## src/rtl/sercsr_pkg.sv

```systemverilog
package sercsr_pkg;
  localparam int OFF_MODE  = 'h00;
  localparam int OFF_RATE  = 'h04;
  localparam int OFF_CTRL  = 'h08;
  localparam int OFF_TXD   = 'h0C;
  localparam int OFF_STAT  = 'h10;
  localparam int OFF_RXD   = 'h14;
  localparam int OFF_FIFO  = 'h18;
  localparam int OFF_LEVEL = 'h1C;
  localparam int OFF_PORT  = 'h20;
  localparam int OFF_LINE  = 'h24;

  localparam int ST_TEND = 6;
  localparam int ST_TDE  = 5;
  localparam int ST_BRK  = 4;
  localparam int ST_RDF  = 1;
  localparam int ST_DR   = 0;

  localparam int CT_TIE = 7;
  localparam int CT_RIE = 6;
  localparam int CT_TE  = 5;

  localparam logic [7:0] MASK_MODE = 8'h7B;
  localparam logic [7:0] MASK_CTRL = 8'hFA;
  localparam logic [7:0] MASK_PORT = 8'hF3;
  localparam logic [7:0] RST_RATE  = 8'hFF;
  localparam logic [7:0] RST_CTRL  = 8'h20;
endpackage

```

## src/rtl/sercsr_cfg.sv

```systemverilog
module sercsr_cfg
  import sercsr_pkg::*;
#(
  parameter int DW = 8
) (
  input  logic          clk,
  input  logic          rst,
  input  logic          wr_mode,
  input  logic          wr_rate,
  input  logic          wr_ctrl,
  input  logic          wr_fifo,
  input  logic          wr_port,
  input  logic          wr_txd,
  input  logic [DW-1:0] wdata,
  output logic [DW-1:0] mode_q,
  output logic [DW-1:0] rate_q,
  output logic [DW-1:0] ctrl_q,
  output logic [DW-1:0] fifo_q,
  output logic [DW-1:0] port_q,
  output logic          irq_tx,
  output logic          tx_valid,
  output logic [DW-1:0] tx_data
);
  always_ff @(posedge clk) begin
    if (rst) begin
      mode_q   <= '0;
      rate_q   <= DW'(RST_RATE);
      ctrl_q   <= DW'(RST_CTRL);
      fifo_q   <= '0;
      port_q   <= '0;
      irq_tx   <= 1'b0;
      tx_valid <= 1'b0;
      tx_data  <= '0;
    end else begin
      tx_valid <= wr_txd;
      if (wr_txd)  tx_data <= wdata;
      if (wr_mode) mode_q  <= wdata & DW'(MASK_MODE);
      if (wr_rate) rate_q  <= wdata;
      if (wr_fifo) fifo_q  <= wdata;
      if (wr_port) port_q  <= wdata & DW'(MASK_PORT);
      if (wr_ctrl) begin
        ctrl_q <= wdata & DW'(MASK_CTRL);
        irq_tx <= wdata[CT_TIE];
      end
    end
  end

  a_r7_tx_irq_follows: assert property (@(posedge clk) disable iff (rst)
    wr_ctrl |=> irq_tx == $past(wdata[CT_TIE]));
  a_r2_port_mask: assert property (@(posedge clk) disable iff (rst)
    wr_port |=> (port_q & ~DW'(MASK_PORT)) == '0);
endmodule

```

## src/rtl/sercsr_flags.sv

```systemverilog
module sercsr_flags
  import sercsr_pkg::*;
#(
  parameter int DW = 8
) (
  input  logic          clk,
  input  logic          rst,
  input  logic          wr_stat,
  input  logic          rd_stat,
  input  logic          wr_ctrl,
  input  logic          wr_txd,
  input  logic          keep_tend,
  input  logic          keep_tde,
  input  logic          keep_brk,
  input  logic          keep_rdf,
  input  logic          keep_dr,
  input  logic          new_te,
  input  logic          new_rie,
  input  logic          te_q,
  input  logic          rie_q,
  input  logic          rdf_evt,
  input  logic          dr_evt,
  input  logic          brk_evt,
  output logic [DW-1:0] status,
  output logic          irq_rx
);
  logic tend, tde, brk, rdf, dr;
  logic rd_set, st_rx_clr;

  assign rd_set    = rd_stat && te_q;
  assign st_rx_clr = wr_stat && (!keep_rdf || !keep_dr);

  always_comb begin
    status          = '0;
    status[ST_TEND] = tend;
    status[ST_TDE]  = tde;
    status[ST_BRK]  = brk;
    status[ST_RDF]  = rdf;
    status[ST_DR]   = dr;
  end

  always_ff @(posedge clk) begin
    if (rst) begin
      tend   <= 1'b1;
      tde    <= 1'b1;
      brk    <= 1'b0;
      rdf    <= 1'b0;
      dr     <= 1'b0;
      irq_rx <= 1'b0;
    end else begin
      if (wr_ctrl && !new_te)          tend <= 1'b1;
      else if (wr_stat && !keep_tend)  tend <= 1'b0;
      else if (rd_set)                 tend <= 1'b1;

      if (wr_txd)                      tde <= 1'b0;
      else if (wr_stat && !keep_tde)   tde <= 1'b0;
      else if (rd_set)                 tde <= 1'b1;

      if (brk_evt)                     brk <= 1'b1;
      else if (wr_stat && !keep_brk)   brk <= 1'b0;

      if (rdf_evt)                     rdf <= 1'b1;
      else if (wr_stat && !keep_rdf)   rdf <= 1'b0;

      if (dr_evt)                      dr <= 1'b1;
      else if (wr_stat && !keep_dr)    dr <= 1'b0;

      if (wr_ctrl && !new_rie)         irq_rx <= 1'b0;
      else if (rdf_evt && rie_q)       irq_rx <= 1'b1;
      else if (st_rx_clr)              irq_rx <= 1'b0;
    end
  end

  a_r8_break_sets: assert property (@(posedge clk) disable iff (rst)
    brk_evt |=> status[ST_BRK]);
  a_r9_rie_off_drops_irq: assert property (@(posedge clk) disable iff (rst)
    (wr_ctrl && !new_rie) |=> !irq_rx);
  a_r6_read_rearms_tx: assert property (@(posedge clk) disable iff (rst)
    (rd_stat && te_q && !wr_stat && !wr_txd && !wr_ctrl) |=> (status[ST_TEND] && status[ST_TDE]));
  a_r4_txd_clears_tde: assert property (@(posedge clk) disable iff (rst)
    wr_txd |=> !status[ST_TDE]);
endmodule

```

## src/rtl/sercsr_rdport.sv

```systemverilog
module sercsr_rdport
  import sercsr_pkg::*;
#(
  parameter int DW = 8,
  parameter int AW = 6,
  parameter int LW = 5
) (
  input  logic          clk,
  input  logic          rst,
  input  logic          rd_en,
  input  logic [AW-1:0] addr,
  input  logic [DW-1:0] mode_q,
  input  logic [DW-1:0] rate_q,
  input  logic [DW-1:0] ctrl_q,
  input  logic [DW-1:0] status,
  input  logic [DW-1:0] fifo_q,
  input  logic [DW-1:0] port_q,
  input  logic [DW-1:0] rx_byte,
  input  logic [LW-1:0] rx_level,
  output logic [DW-1:0] rdata,
  output logic          rx_pop
);
  logic [DW-1:0] sel;

  always_comb begin
    sel = '0;
    if (addr == AW'(OFF_MODE))  sel = mode_q;
    if (addr == AW'(OFF_RATE))  sel = rate_q;
    if (addr == AW'(OFF_CTRL))  sel = ctrl_q;
    if (addr == AW'(OFF_STAT))  sel = status;
    if (addr == AW'(OFF_RXD))   sel = rx_byte;
    if (addr == AW'(OFF_FIFO))  sel = fifo_q;
    if (addr == AW'(OFF_LEVEL)) sel = DW'(rx_level);
    if (addr == AW'(OFF_PORT))  sel = port_q;
  end

  always_ff @(posedge clk) begin
    if (rst) begin
      rdata  <= '0;
      rx_pop <= 1'b0;
    end else begin
      rx_pop <= rd_en && (addr == AW'(OFF_RXD));
      if (rd_en) rdata <= sel;
    end
  end

  a_r11_hold_when_idle: assert property (@(posedge clk) disable iff (rst)
    !rd_en |=> $stable(rdata));
  a_r10_pop_with_data: assert property (@(posedge clk) disable iff (rst)
    (rd_en && addr == AW'(OFF_RXD)) |=> (rx_pop && rdata == $past(rx_byte)));
endmodule

```

## src/rtl/sercsr_top.sv

```systemverilog
module sercsr_top
  import sercsr_pkg::*;
#(
  parameter int DW = 8,
  parameter int AW = 6,
  parameter int LW = 5
) (
  input  logic          clk,
  input  logic          rst,
  input  logic          wr_en,
  input  logic          rd_en,
  input  logic [AW-1:0] addr,
  input  logic [DW-1:0] wdata,
  output logic [DW-1:0] rdata,
  input  logic [DW-1:0] rx_byte,
  input  logic [LW-1:0] rx_level,
  output logic          rx_pop,
  input  logic          rdf_evt,
  input  logic          dr_evt,
  input  logic          brk_evt,
  output logic          tx_valid,
  output logic [DW-1:0] tx_data,
  output logic          irq_tx,
  output logic          irq_rx
);
  logic wr_mode, wr_rate, wr_ctrl, wr_txd, wr_stat, wr_fifo, wr_port, rd_stat;
  logic [DW-1:0] mode_q, rate_q, ctrl_q, fifo_q, port_q, status;

  assign wr_mode = wr_en && addr == AW'(OFF_MODE);
  assign wr_rate = wr_en && addr == AW'(OFF_RATE);
  assign wr_ctrl = wr_en && addr == AW'(OFF_CTRL);
  assign wr_txd  = wr_en && addr == AW'(OFF_TXD);
  assign wr_stat = wr_en && addr == AW'(OFF_STAT);
  assign wr_fifo = wr_en && addr == AW'(OFF_FIFO);
  assign wr_port = wr_en && addr == AW'(OFF_PORT);
  assign rd_stat = rd_en && addr == AW'(OFF_STAT);

  sercsr_cfg #(.DW(DW)) u_cfg (
    .clk(clk), .rst(rst),
    .wr_mode(wr_mode), .wr_rate(wr_rate), .wr_ctrl(wr_ctrl),
    .wr_fifo(wr_fifo), .wr_port(wr_port), .wr_txd(wr_txd),
    .wdata(wdata),
    .mode_q(mode_q), .rate_q(rate_q), .ctrl_q(ctrl_q),
    .fifo_q(fifo_q), .port_q(port_q),
    .irq_tx(irq_tx), .tx_valid(tx_valid), .tx_data(tx_data)
  );

  sercsr_flags #(.DW(DW)) u_flags (
    .clk(clk), .rst(rst),
    .wr_stat(wr_stat), .rd_stat(rd_stat), .wr_ctrl(wr_ctrl), .wr_txd(wr_txd),
    .keep_tend(wdata[ST_TEND]), .keep_tde(wdata[ST_TDE]), .keep_brk(wdata[ST_BRK]),
    .keep_rdf(wdata[ST_RDF]), .keep_dr(wdata[ST_DR]),
    .new_te(wdata[CT_TE]), .new_rie(wdata[CT_RIE]),
    .te_q(ctrl_q[CT_TE]), .rie_q(ctrl_q[CT_RIE]),
    .rdf_evt(rdf_evt), .dr_evt(dr_evt), .brk_evt(brk_evt),
    .status(status), .irq_rx(irq_rx)
  );

  sercsr_rdport #(.DW(DW), .AW(AW), .LW(LW)) u_rd (
    .clk(clk), .rst(rst), .rd_en(rd_en), .addr(addr),
    .mode_q(mode_q), .rate_q(rate_q), .ctrl_q(ctrl_q), .status(status),
    .fifo_q(fifo_q), .port_q(port_q), .rx_byte(rx_byte), .rx_level(rx_level),
    .rdata(rdata), .rx_pop(rx_pop)
  );

  a_r4_tx_emit: assert property (@(posedge clk) disable iff (rst)
    wr_txd |=> (tx_valid && tx_data == $past(wdata)));
  a_r4_tx_single: assert property (@(posedge clk) disable iff (rst)
    !wr_txd |=> !tx_valid);
endmodule

```

## config.mk

```make
export PLATFORM = sky130hd
export DESIGN_NAME = sercsr_top
export DESIGN_NICKNAME = d
export VERILOG_FILES = /design/src/rtl/sercsr_pkg.sv /design/src/rtl/sercsr_cfg.sv /design/src/rtl/sercsr_flags.sv /design/src/rtl/sercsr_rdport.sv /design/src/rtl/sercsr_top.sv
export SDC_FILE = /design/constraint.sdc
export NUM_CORES = 1
export LEC_CHECK = 0
export BUFFER_PORTS_ARGS = -buffer_cell sky130_fd_sc_hd__buf_2
export CAP_MARGIN = 10
export CORE_ASPECT_RATIO = 1.75
export CORE_MARGIN = 8
export CORE_UTILIZATION = 45
export DETAILED_ROUTE_END_ITERATION = 7
export GPL_TIMING_DRIVEN = 0
export PLACE_DENSITY = 0.68
export SYNTH_ARGS = -nofsm -noshare
export SYNTH_HDL_FRONTEND = slang
export SYNTH_SLANG_ARGS = --single-unit
```

## constraint.sdc

```tcl
create_clock -name clk -period 4.6 [get_ports clk]
set_input_delay 0.69 -clock clk [delete_from_list [all_inputs] [get_ports clk]]
set_output_delay 0.69 -clock clk [all_outputs]
set_load 0.01 [all_outputs]
```

Word level (Yosys, flattened, before mapping)
Cells that the tools add are included.
- register bits: 59
- word-level logic and storage cells: 78
- output and inout port bits: 20
- input port bits: 34
- eq/ne operators: 8
- muxes and demuxes: 20
- reduce and logical (&&, ||, !) cells: 34
- operator list (cell ; number):
    8-bit 2-to-1 mux ; 7
    6-bit by 5-bit equality test with 1-bit output, second input constant ; 4
    1-bit logical AND ; 19
    6-bit by 4-bit equality test with 1-bit output, second input constant ; 2
    1-bit 2-to-1 mux ; 12
    2-bit nonzero test ; 5
    7-bit 2-to-1 mux ; 1
    6-bit by 3-bit equality test with 1-bit output, second input constant ; 1
    6-bit equality test, second input constant ; 1
    6-bit logical NOT ; 1
    1-bit logical NOT ; 5
    2-bit OR reduction ; 2
    3-bit nonzero test ; 1
    1-bit logical OR ; 1

Logic depth before layout (Yosys ltp)
Gate-level depths: netlist of the first run.
- depth after elaboration: 9
- mapped depth: 7
- depth with buffers taken out: 5

By module
From an unflattened synthesis of the first run, not the netlist that was laid out.
- cells, all modules: 339
- area, all modules: 3081.7 µm²
- by module, submodules not included (module ; seq. area each (µm²) ; area each (µm²) ; cells an instance ; times used):
    sercsr_cfg ; 860.8 ; 1595.3 ; 147 ; 1
    sercsr_rdport ; 180.2 ; 1077.3 ; 139 ; 1
    sercsr_flags ; 120.1 ; 307.8 ; 37 ; 1
    sercsr_top ; 0.0 ; 101.3 ; 16 ; 1

Worst setup path after synthesis of the first run
OpenSTA, ideal clock, no wires.
- path kind: input -> register
- start point: input addr[4]
- end point: register u_cfg.tx_data[7]
- path slack: 2.617 ns
- required time: 4.468 ns
- path buffers: 2
- arrival: 1.850 ns
- stages: 7
- library setup time: 0.132 ns
- path through: buf_4 -> nor4_4 -> and2_1 -> buf_2 -> nand3_1 -> nand2_1 -> a21oi_1
- word-level cells in the longest chain between the ends: 2
- ends and longest elaborated chain (what ; line ; source):
    start: declaration ; sercsr_top.sv:12 ; input logic [AW-1:0] addr,
    6-bit by 4-bit equality test with 1-bit output ; sercsr_top.sv:32 ; assign wr_txd = wr_en && addr == AW'(OFF_TXD);
    1-bit logical AND ; sercsr_top.sv:32 ;
    end signal: assignment ; sercsr_cfg.sv:36 ; if (wr_txd) tx_data <= wdata;
    end: declaration ; sercsr_cfg.sv:22 ; output logic [DW-1:0] tx_data
No other way between the ends.
A chain may end at the register's enable or synchronous reset.

Worst setup path after layout of the first run
- start point: input addr[2]
- end point: register u_flags.irq_rx
- word-level cells in the longest chain between the ends: 4
- elaborated cells between the ends (all ways): 8
- classes of those cells: 2 x eq/ne; 6 x reduce/logical
- ends and longest elaborated chain (what ; line ; source):
    6-bit by 5-bit equality test with 1-bit output or 6-bit by 4-bit equality test with 1-bit output (tied branches) ; sercsr_top.sv:33, sercsr_top.sv:31 ;
    1-bit logical AND, on equally long branches ; sercsr_top.sv:33, sercsr_top.sv:31 ;
    1-bit logical AND, on equally long branches ; sercsr_flags.sv:31, sercsr_flags.sv:68 ;
    2-bit nonzero test (no line) or 2-bit OR reduction (tied branches) ; -- ;
    end signal: assignment ; sercsr_flags.sv:49 ; irq_rx <= 1'b0;
    end signal: assignment ; sercsr_flags.sv:68 ; if (wr_ctrl && !new_rie) irq_rx <= 1'b0;
    end signal: assignment ; sercsr_flags.sv:69 ; else if (rdf_evt && rie_q) irq_rx <= 1'b1;
    end: declaration ; sercsr_flags.sv:25 ; output logic irq_rx
Parallel ways exist; a longest one is shown, timed or not.

==> flow_metrics.tcl, run 1 <==
set metrics [dict create \
    finalHoldViolCount 0 \
    drv_slew 0 \
    irDropWorstVdd_mv 0.2137 \
    worstPathRequired_ps 4810 \
    clock_sinks 58 \
    die-area_mm2 0.008930 \
    yosysUniqueCellTypes 53 \
    dp_cells 460 \
    gr-total-overflow 0 \
    ys_seq_area_share_pct 42.43 \
    via_per_inst 5.529 \
    gp_congestion 0.9463 \
    ys_ff_latch 58 \
    cts-root-buf "clkbuf_8" \
    synth_top_area_share_pct 42.43 \
    clock-skew-final_ps 9.214 \
    crit_start "addr[2]" \
    multiInputGateArea_mm2 0.001425 \
    finalNonFillerCells 476 \
    netlist_instances 335 \
    seq_area_mm2 0.001161 \
    drive_above_1_share_pct 23.12 \
    drt_first_pass_iters 4 \
    worstSetupPathType "input pin to flop" \
    drc_errors 0 \
    hp-class "flop to flop" \
    worst_r2r_path_depth 5 \
    drt_first_iter_violations 256 \
    cts_tree "yes" \
    grt_pass1_wl_um 13530 \
    setup_viol 0 \
    reg2reg_to "u_rd.rdata[0]" \
    p_leak_nw 1.294 \
    wl_per_cell_um 17.68 \
    insertion_delay_ps 350 \
    yosys.cell_count.top_type "nand2_1" \
    clk_pin_slew_ps 70 \
    num_vias 2632 \
    synth_area_leader_cell "dfxtp_1" \
    cts_resized 0 \
    die_w_um 74.95 \
    min_period_ps 2109 \
    post_cts_buffers 0 \
    fmax_mhz 474.2 \
    worst_slew_pin_slew_ps 744.9 \
    synth_nets 369 \
    port_buffers 47 \
    yosysWarnings 0 \
    cts_hold_buf 0 \
    synth_area_mm2 0.002736 \
    crit_fanout 10 \
    initial_core_util_pct 46.54 \
    synth_top_cells_by_area "dfxtp_1, nand2_1, nand3_1, a21oi_1, mux2i_1" \
    wirelength_um 8415 \
    clockBufferDepth 2 \
    htreeDepth 3 \
    io_pins 54 \
    drtAntennaViolNets 0 \
    fill_cells 597 \
    grt_max_degree 12 \
    endpoint_kind "flop" \
    syn_avg_cell_area_um2 8.168 \
    ys_top_cells_by_count "nand2_1, dfxtp_1, nand3_1, a21oi_1, o21ai_0" \
    r2r_slack_ps 3210 \
    antenna_cells 0 \
    status "complete, no violations" \
    syn_to_final_growth_pct 18.75 \
    core_mm2 0.005879 \
    tns_ps 0 \
    rows 37 \
    synth-edff-count 0 \
    postSynth.asyncResetShare_pct 0 \
    cp-start-kind "input pin" \
    grtUsageTotal_pct 20.02 \
    drv_cap 0 \
    grt_pass1_vias 2651 \
    arrival_ps 2320 \
    rsz0062_at_grt "no" \
    synth_ff_type "dfxtp_1" \
    timing.slew.headroom_pct 49.96 \
    critPathCapture "u_flags.irq_rx" \
    dp_hpwl_um 6389 \
    cts_buffers 9 \
    pwr_density_cell_mw_per_mm2 320.6 \
    grt_antenna_before_repair 0 \
    timing.final.crit_share_pct 45.84 \
    die_height_um 119.2 \
    nets 427 \
    rr_startpoint "u_flags.dr" \
]
[cell usage in the layout (no fill, tap or decap), types with 3 or more instances in the layout]
cell type  Yosys  final
nand2_1       71     71
dfxtp_1       58     58
buf_2          9     56
nand3_1       40     40
a21oi_1       38     38
o21ai_0       13     13
nor2_1        11     11
clkbuf_8       0     10
clkbuf_1       9      9
nor3_1         7      7
mux2i_1        7      7
inv_1          5      5
a31oi_1        5      5
buf_6          4      4
o22ai_1        4      4
a22oi_1        4      4
a21o_1         3      3
nor2b_1        3      3
o211ai_1       3      3
[critical path: stages]
cell	delay, ps
buf_2	130
buf_6	140
nor2_1	540
nand3_1	360
a21o_1	250
a22oi_1	130
nor3_1	70
[cells by family after synthesis]
group	synth area share, %
AOI/OAI and AO/OA	19.16
buffers and inverters	5.487
DFF	42.43
muxes	4.207
and+or+nand+nor	28.72
[power by group]
group / switching, mW / internal, mW
combinational: 0.0670 / 0.0391
sequential: 0.00318 / 0.509
clock: 0.215 / 0.209
total: 0.285 / 0.757
[routing by layer]
metal / GRT usage [%] / vias to the layer above / share of wire [%]
met5: 0 / - / 0
met4: 12.47 / 0 / 3.7
met3: 4.538 / 16 / 5.4
met2: 33.48 / 68 / 52
met1: 21.54 / 1240 / 39
li1: - / 1308 / -
[state kept, by name, indices dropped and copies added, names as in the netlist]
signal	flops
u_cfg.ctrl_q	5
u_cfg.fifo_q	8
u_cfg.irq_tx	1
u_cfg.mode_q	6
u_cfg.port_q	6
u_cfg.rate_q	8
u_cfg.tx_data	8
u_cfg.tx_valid	1
u_flags.brk	1
u_flags.dr	1
u_flags.irq_rx	1
u_flags.rdf	1
u_flags.tde	1
u_flags.tend	1
u_rd.rdata	8
u_rd.rx_pop	1
[per-stage QoR]
stage          instance area [µm²]  setup slack (ps)  power (mW)  hold WS, ps  util, %
2_1_floorplan                 2736              2617      0.5845        431.1        -
3_3_place_gp                  3069              2133      0.6278        440.9    52.20
3_5_place_dp                  3069              2157      0.6286        443.0    52.20
4_1_cts                       3249              2511       1.044        452.9    55.27
5_1_grt                       3249              2375       1.080        474.2    55.27
6_report                      3249              2491       1.042        454.9    55.27
[worst min path at each step]
stage,startpoint,endpoint,slack [ps],cells past startpoint
floorplan,u_cfg.port_q[0],u_cfg.port_q[0],430,2
global placement,u_cfg.tx_data[6],u_cfg.tx_data[6],440,2
detailed placement,u_cfg.tx_data[1],u_cfg.tx_data[1],440,2
CTS,u_cfg.tx_data[1],u_cfg.tx_data[1],450,2
global route,u_cfg.mode_q[1],u_cfg.mode_q[1],470,2
finish,u_cfg.tx_data[1],u_cfg.tx_data[1],450,2
[area by class of cell]
type / count / area share [%]
plain buffers: 23 / 4.043
clock buffers: 10 / 4.236
clock inverters: 6 / 1.309
inverters: 5 / 0.5776
multi-input cells: 249 / 43.86
flip-flops and latches: 58 / 35.73
well taps: 78 / 3.003
repair buffers: 47 / 7.239
Power figures use the tool's default switching activity.
==> run 2: changes to the inputs <==
Settings changed: ABC_AREA from default to 1, PLACE_DENSITY 0.68 to 0.71.
Clock period 4.6 ns to 1.8 ns, I/O delays scaled along.
==> run 2 against run 1 <==
Compared with the run above: clock skew decreased by 2.5 ps; clock power grew to 3.3 times the previous value; power grew to 2.8 times the previous value; largest cell class unchanged; register-to-register slack worse by 2500 ps; critical path depth rose by 1; sequential cell count is the same; via count fell by 4.1%; synthesized area shrank 6.5%; cell area shrank 3.2%; critical path type unchanged; hold slack worse by 310 ps.
==> flow_metrics.tcl, run 2 <==
set metrics [dict create \
    insertion_delay_ps 330 \
    cts_buffers 9 \
    layout_commonest_cell "nand2_1" \
    gr-total-overflow 0 \
    dp_hpwl_um 5650 \
    synth_area_leader_cell "dfxtp_1" \
    synth-edff-count 0 \
    irDropWorstVdd_mv 0.7347 \
    path_common_cell "nand3_1" \
    post_cts_buffers 0 \
    drive_above_1_share_pct 22.17 \
    synth_area_mm2 0.002559 \
    critPathMaxStageDelay_ps 350 \
    timing.final.crit_share_pct 75.40 \
    fill_cells 581 \
    cp-start-kind "input pin" \
    pre_cts_ws_ps 123.0 \
    timing.slew.headroom_pct 68.14 \
    synth_ff_type "dfxtp_1" \
    clk_pin_slew_ps 70 \
    crit_family "simple AND/OR/NAND/NOR gates" \
    grt_pass1_wl_um 12080 \
    clockBufferDepth 2 \
    fin_ws_ps 442.9 \
    worstSetupPathType "input pin to flop" \
    initial_core_util_pct 46.18 \
    worst_r2r_path_depth 7 \
    num_vias 2525 \
    path_buf_inv 2 \
    grt_max_degree 11 \
    rows 36 \
    arrival_ps 1560 \
    port_buffers 52 \
    synth_top_area_share_pct 45.38 \
    r2r_slack_ps 670 \
    utilization_pct 56.80 \
    ys_top_cells_by_count "nand2_1, dfxtp_1, nor2_1, a21oi_1, o21ai_0" \
    finalHoldViolCount 0 \
    holdPathEnd "u_flags.dr" \
    synth_top_cells_by_area "dfxtp_1, nand2_1, a21oi_1, nor2_1, o21ai_0" \
    drt_first_pass_iters 4 \
    yosysWarnings 0 \
    core_mm2 0.005540 \
    drv_cap 0 \
    rr_startpoint "u_flags.dr" \
    mostFrequentLayoutCells "nand2_1, dfxtp_1, buf_2" \
    grtUsageTotal_pct 18.57 \
    worst_slew_pin_slew_ps 477.9 \
    pwr_density_cell_mw_per_mm2 930.9 \
    min_period_ps 1357 \
    ys_ff_latch 58 \
    drv_slew 0 \
    reg2reg_to "u_rd.rdata[0]" \
    drt_first_iter_violations 132 \
    drtAntennaViolNets 0 \
    setup_viol 0 \
    die_w_um 73 \
    synth_nets 390 \
    status "complete, no violations" \
    hp-class "input pin to flop" \
    htreeDepth 3 \
    clock_sinks 58 \
    p_leak_nw 1.468 \
    placed_area_mm2 0.002914 \
    fmax_mhz 736.8 \
    rsz0062_at_grt "no" \
    cts-root-buf "clkbuf_8" \
    drc_errors 0 \
    cts_tree "yes" \
    syn_to_final_growth_pct 22.98 \
    cts_hold_buf 0 \
    worst_path_max_delay_cell "nor2_2" \
    hold-worst-slack_ps 147.0 \
    cts_resized 0 \
    yosysUniqueCellTypes 31 \
    antenna_cells 0 \
    die-area_mm2 0.008450 \
    syn_avg_cell_area_um2 7.187 \
    postSynth.asyncResetShare_pct 0 \
    path_cells "buf_2, nor2_4, nand3_1, nor2_2, inv_2, or2_0, nand3_1, a21oi_1" \
    gp_congestion 0.8990 \
    yosys.cell_count.top_type "nand2_1" \
    ys_seq_area_share_pct 45.38 \
    worstPathRequired_ps 2000 \
    wl_per_cell_um 14.88 \
    design_area_mm2 0.003147 \
    endpoint_kind "flop" \
    via_per_inst 5.050 \
    io_pins 54 \
    netlist_instances 356 \
    grt_pass1_vias 2591 \
    clock-skew-final_ps 6.704 \
    wirelength_um 7438 \
    die_height_um 115.8 \
    nets 453 \
    crit_fanout 10 \
    hp-start "dr_evt" \
    tns_ps 0 \
    grt_antenna_before_repair 0 \
    hold-path-cell-count 3 \
]
-- run 2: power by group --
group	total, mW	internal (mW)	leakage (nW)	switching [mW]
Combinational	0.195	0.0651	0.878	0.130
Sequential	1.31	1.30	0.470	0.00932
Clock	1.42	0.913	0.120	0.510
Total	2.93	2.28	1.47	0.649
-- run 2: cell type report --
type                       instances  area [µm²]  area share [%]
multi-input combinational        253        1216           38.65
sequential                        58        1161           36.90
timing repair buffer              52       260.3           8.270
inverter                          36       135.1           4.294
clock buffer                      10       127.6           4.056
clock inverter                     6       105.1           3.340
tap                               76       95.09           3.022
buffer                             9       46.29           1.471
-- run 2: how the worst max path moves through the flow --
stage / start / cells after the start / end
4_1_cts: addr[1] / 8 / u_rd.rdata[2]
3_5_place_dp: addr[1] / 8 / u_rd.rdata[2]
6_report: addr[1] / 8 / u_rd.rdata[2]
2_1_floorplan: addr[1] / 7 / u_rd.rdata[2]
3_3_place_gp: addr[1] / 8 / u_rd.rdata[2]
5_1_grt: addr[1] / 8 / u_rd.rdata[2]
-- run 2: logic make-up (layout without fill, tap and decap cells) --
| family | count (synthesis) | after routing | synth area share [%] |
|---|---|---|---|
| buffers and inverters | 45 | 113 | 7.090 |
| and+or+nand+nor | 164 | 164 | 29.29 |
| AOI/OAI and AO/OA | 89 | 89 | 18.24 |
| DFF | 58 | 58 | 45.38 |
-- run 2: tightest hold or removal path: cells and delay by family --
family | cells | cell delay (ps)
AOI/OAI and AO/OA | 1 | 30
buffers and inverters | 1 | 80
and+or+nand+nor | 1 | 60
-- run 2: per-stage QoR --
stage,std cells,power (mW)
detailed placement,484,1.535
finish,500,2.929
global placement,484,1.533
CTS,500,2.943
floorplan,356,1.435
global route,500,3.029
-- run 2: per-layer routing --
metal	routed length, µm	part of all wire (%)	GRT usage, %
met2	3638	49	31.31
met4	353	4.7	12.63
met3	497	6.7	4.766
met5	0	0	0
met1	2948	40	19.58
==> run 3: changes to the inputs <==
Settings changed: ABC_AREA 1 to 0.
Clock period 1.8 ns to 1.2 ns, I/O delays scaled along.
==> run 3 against run 2 <==
Compared with the run above: the flow now finishes with violations (negative setup slack); largest power group is now sequential cells; sequential power rose by 50%; cell area rose by 18%; critical endpoint is now u_rd.rdata[0]; largest cell class unchanged; via count rose by 10%; non-clock buffer count rose by 23; utilization rose by 6.3 points; global-route usage rose by 2.5 points; power rose by 47%; worst setup slack got worse by 530 ps.
==> flow_metrics.tcl, run 3 (synthesized netlist as in run 1, its figures left out) <==
set metrics [dict create \
    status "finished with violations" \
    violations "negative setup slack" \
    drtAntennaViolNets 0 \
    arrival_ps 1510 \
    fmax_mhz 776.0 \
    wirelength_um 9133 \
    die_w_um 74.95 \
    num_vias 2787 \
    via_per_inst 5.699 \
    drive_above_1_share_pct 36.01 \
    endpoint_kind "flop" \
    mostFrequentLayoutCells "nand2_1, dfxtp_1, buf_2" \
    drc_errors 0 \
    worst_path_max_delay_cell "mux4_2" \
    initial_core_util_pct 46.54 \
    layout_commonest_cell "nand2_1" \
    port_buffers 47 \
    highest_layer "met4" \
    irDropWorstVdd_mv 0.8866 \
    drv_cap 0 \
    wl_per_cell_um 18.68 \
    pre_cts_ws_ps -570.5 \
    met2_length_um 4562 \
    design_area_mm2 0.003707 \
    grt_antenna_before_repair 0 \
    rows 37 \
    gp_congestion 0.9292 \
    clockBufferDepth 2 \
    insertion_delay_ps 350 \
    rsz0062_at_grt "yes" \
    seq_area_mm2 0.001167 \
    multiInputGateArea_mm2 0.001645 \
    io_pins 54 \
    gr-total-overflow 0 \
    dp_hpwl_um 6404 \
    worstPathRequired_ps 1420 \
    drt_first_iter_violations 233 \
    cts_buffers 9 \
    path_cells "mux4_2, inv_2, o22ai_2, a211oi_2, nor3_2" \
    m1WireLength_um 3290 \
    critPathMaxStageDelay_ps 460 \
    nets 442 \
    antenna_cells 0 \
    timing.slew.headroom_pct 58.83 \
    utilization_pct 63.06 \
    syn_to_final_growth_pct 35.48 \
    finalHoldViolCount 0 \
    htreeDepth 3 \
    fin_ws_ps -88.64 \
    grt_pass1_vias 2826 \
    drv_slew 0 \
    drt_first_pass_iters 4 \
    min_period_ps 1289 \
    crit_fanout 2 \
    clk_pin_slew_ps 70 \
    crit_family "multiplexers" \
    p_leak_nw 1.473 \
    grt_pass1_wl_um 14110 \
    fill_cells 564 \
    grt_max_degree 11 \
    cts-root-buf "clkbuf_8" \
    hp-class "input pin to flop" \
    pwr_density_cell_mw_per_mm2 1165 \
    grtUsageTotal_pct 21.04 \
    worstSetupPathType "flop to flop" \
    cp-start-kind "flop" \
    setup_viol 3 \
    core_mm2 0.005879 \
    clock-skew-final_ps 8.366 \
    wl_met3_um 651 \
    worst_slew_pin_slew_ps 617.5 \
    die-area_mm2 0.008930 \
    placed_area_mm2 0.003146 \
    clock_sinks 58 \
    timing.final.crit_share_pct 107.4 \
    power.total_mw 4.319 \
    path_buf_inv 1 \
    die_height_um 119.2 \
    cts_tree "yes" \
]
-- run 3: worst paths after layout --
kind         cells past startpoint  slack (ps)       startpoint              end
max                              5         -90       u_flags.dr    u_rd.rdata[0]
min                              3          60           dr_evt       u_flags.dr
max reg2reg                      5         -90       u_flags.dr    u_rd.rdata[0]
min reg2reg                      2         450  u_cfg.port_q[0]  u_cfg.port_q[0]
-- run 3: final cells by class --
type,instances,area share [%]
Multi-Input combinational cell,250,44.38
Sequential cell,58,31.49
Timing Repair Buffer,62,11.00
Buffer,22,4.826
Clock buffer,11,4.084
Tap cell,78,2.632
Clock inverter,3,1.080
Inverter,5,0.5062
-- run 3: timing repair --
action / CTS / global route
hold buffers: 0 / 0
buffers inserted: 3 / 11
pin swaps: 7 / 22
gates resized for setup: 27 / 41
setup endpoints to repair: 49 / 37
gates cloned: 0 / 2
-- run 3: power by group --
group          switching [mW]  total [mW]  internal, mW
logic                   0.310       0.537         0.226
registers              0.0115        1.96          1.95
clock network           0.779        1.82          1.04
-- run 3: per-layer routing --
metal,vias to the layer above,global-route usage (%)
met5,-,0
met4,0,16.30
met3,33,4.370
met2,107,35.33
met1,1311,21.44
li1,1336,-
-- run 3: stage by stage --
stage / hold slack (ps) / cells / setup TNS, ps
2_1_floorplan: 304.0 / 335 / -2332
3_3_place_gp: 427.2 / 460 / -22940
3_5_place_dp: 431.4 / 460 / -23700
4_1_cts: 55.63 / 477 / -90.85
5_1_grt: 89.19 / 489 / -488.3
6_report: 61.20 / 489 / -128.7
-- run 3: tightest hold or removal path: stages --
cell and delay (ps):
buf_2 90, inv_1 40, a21oi_1 50
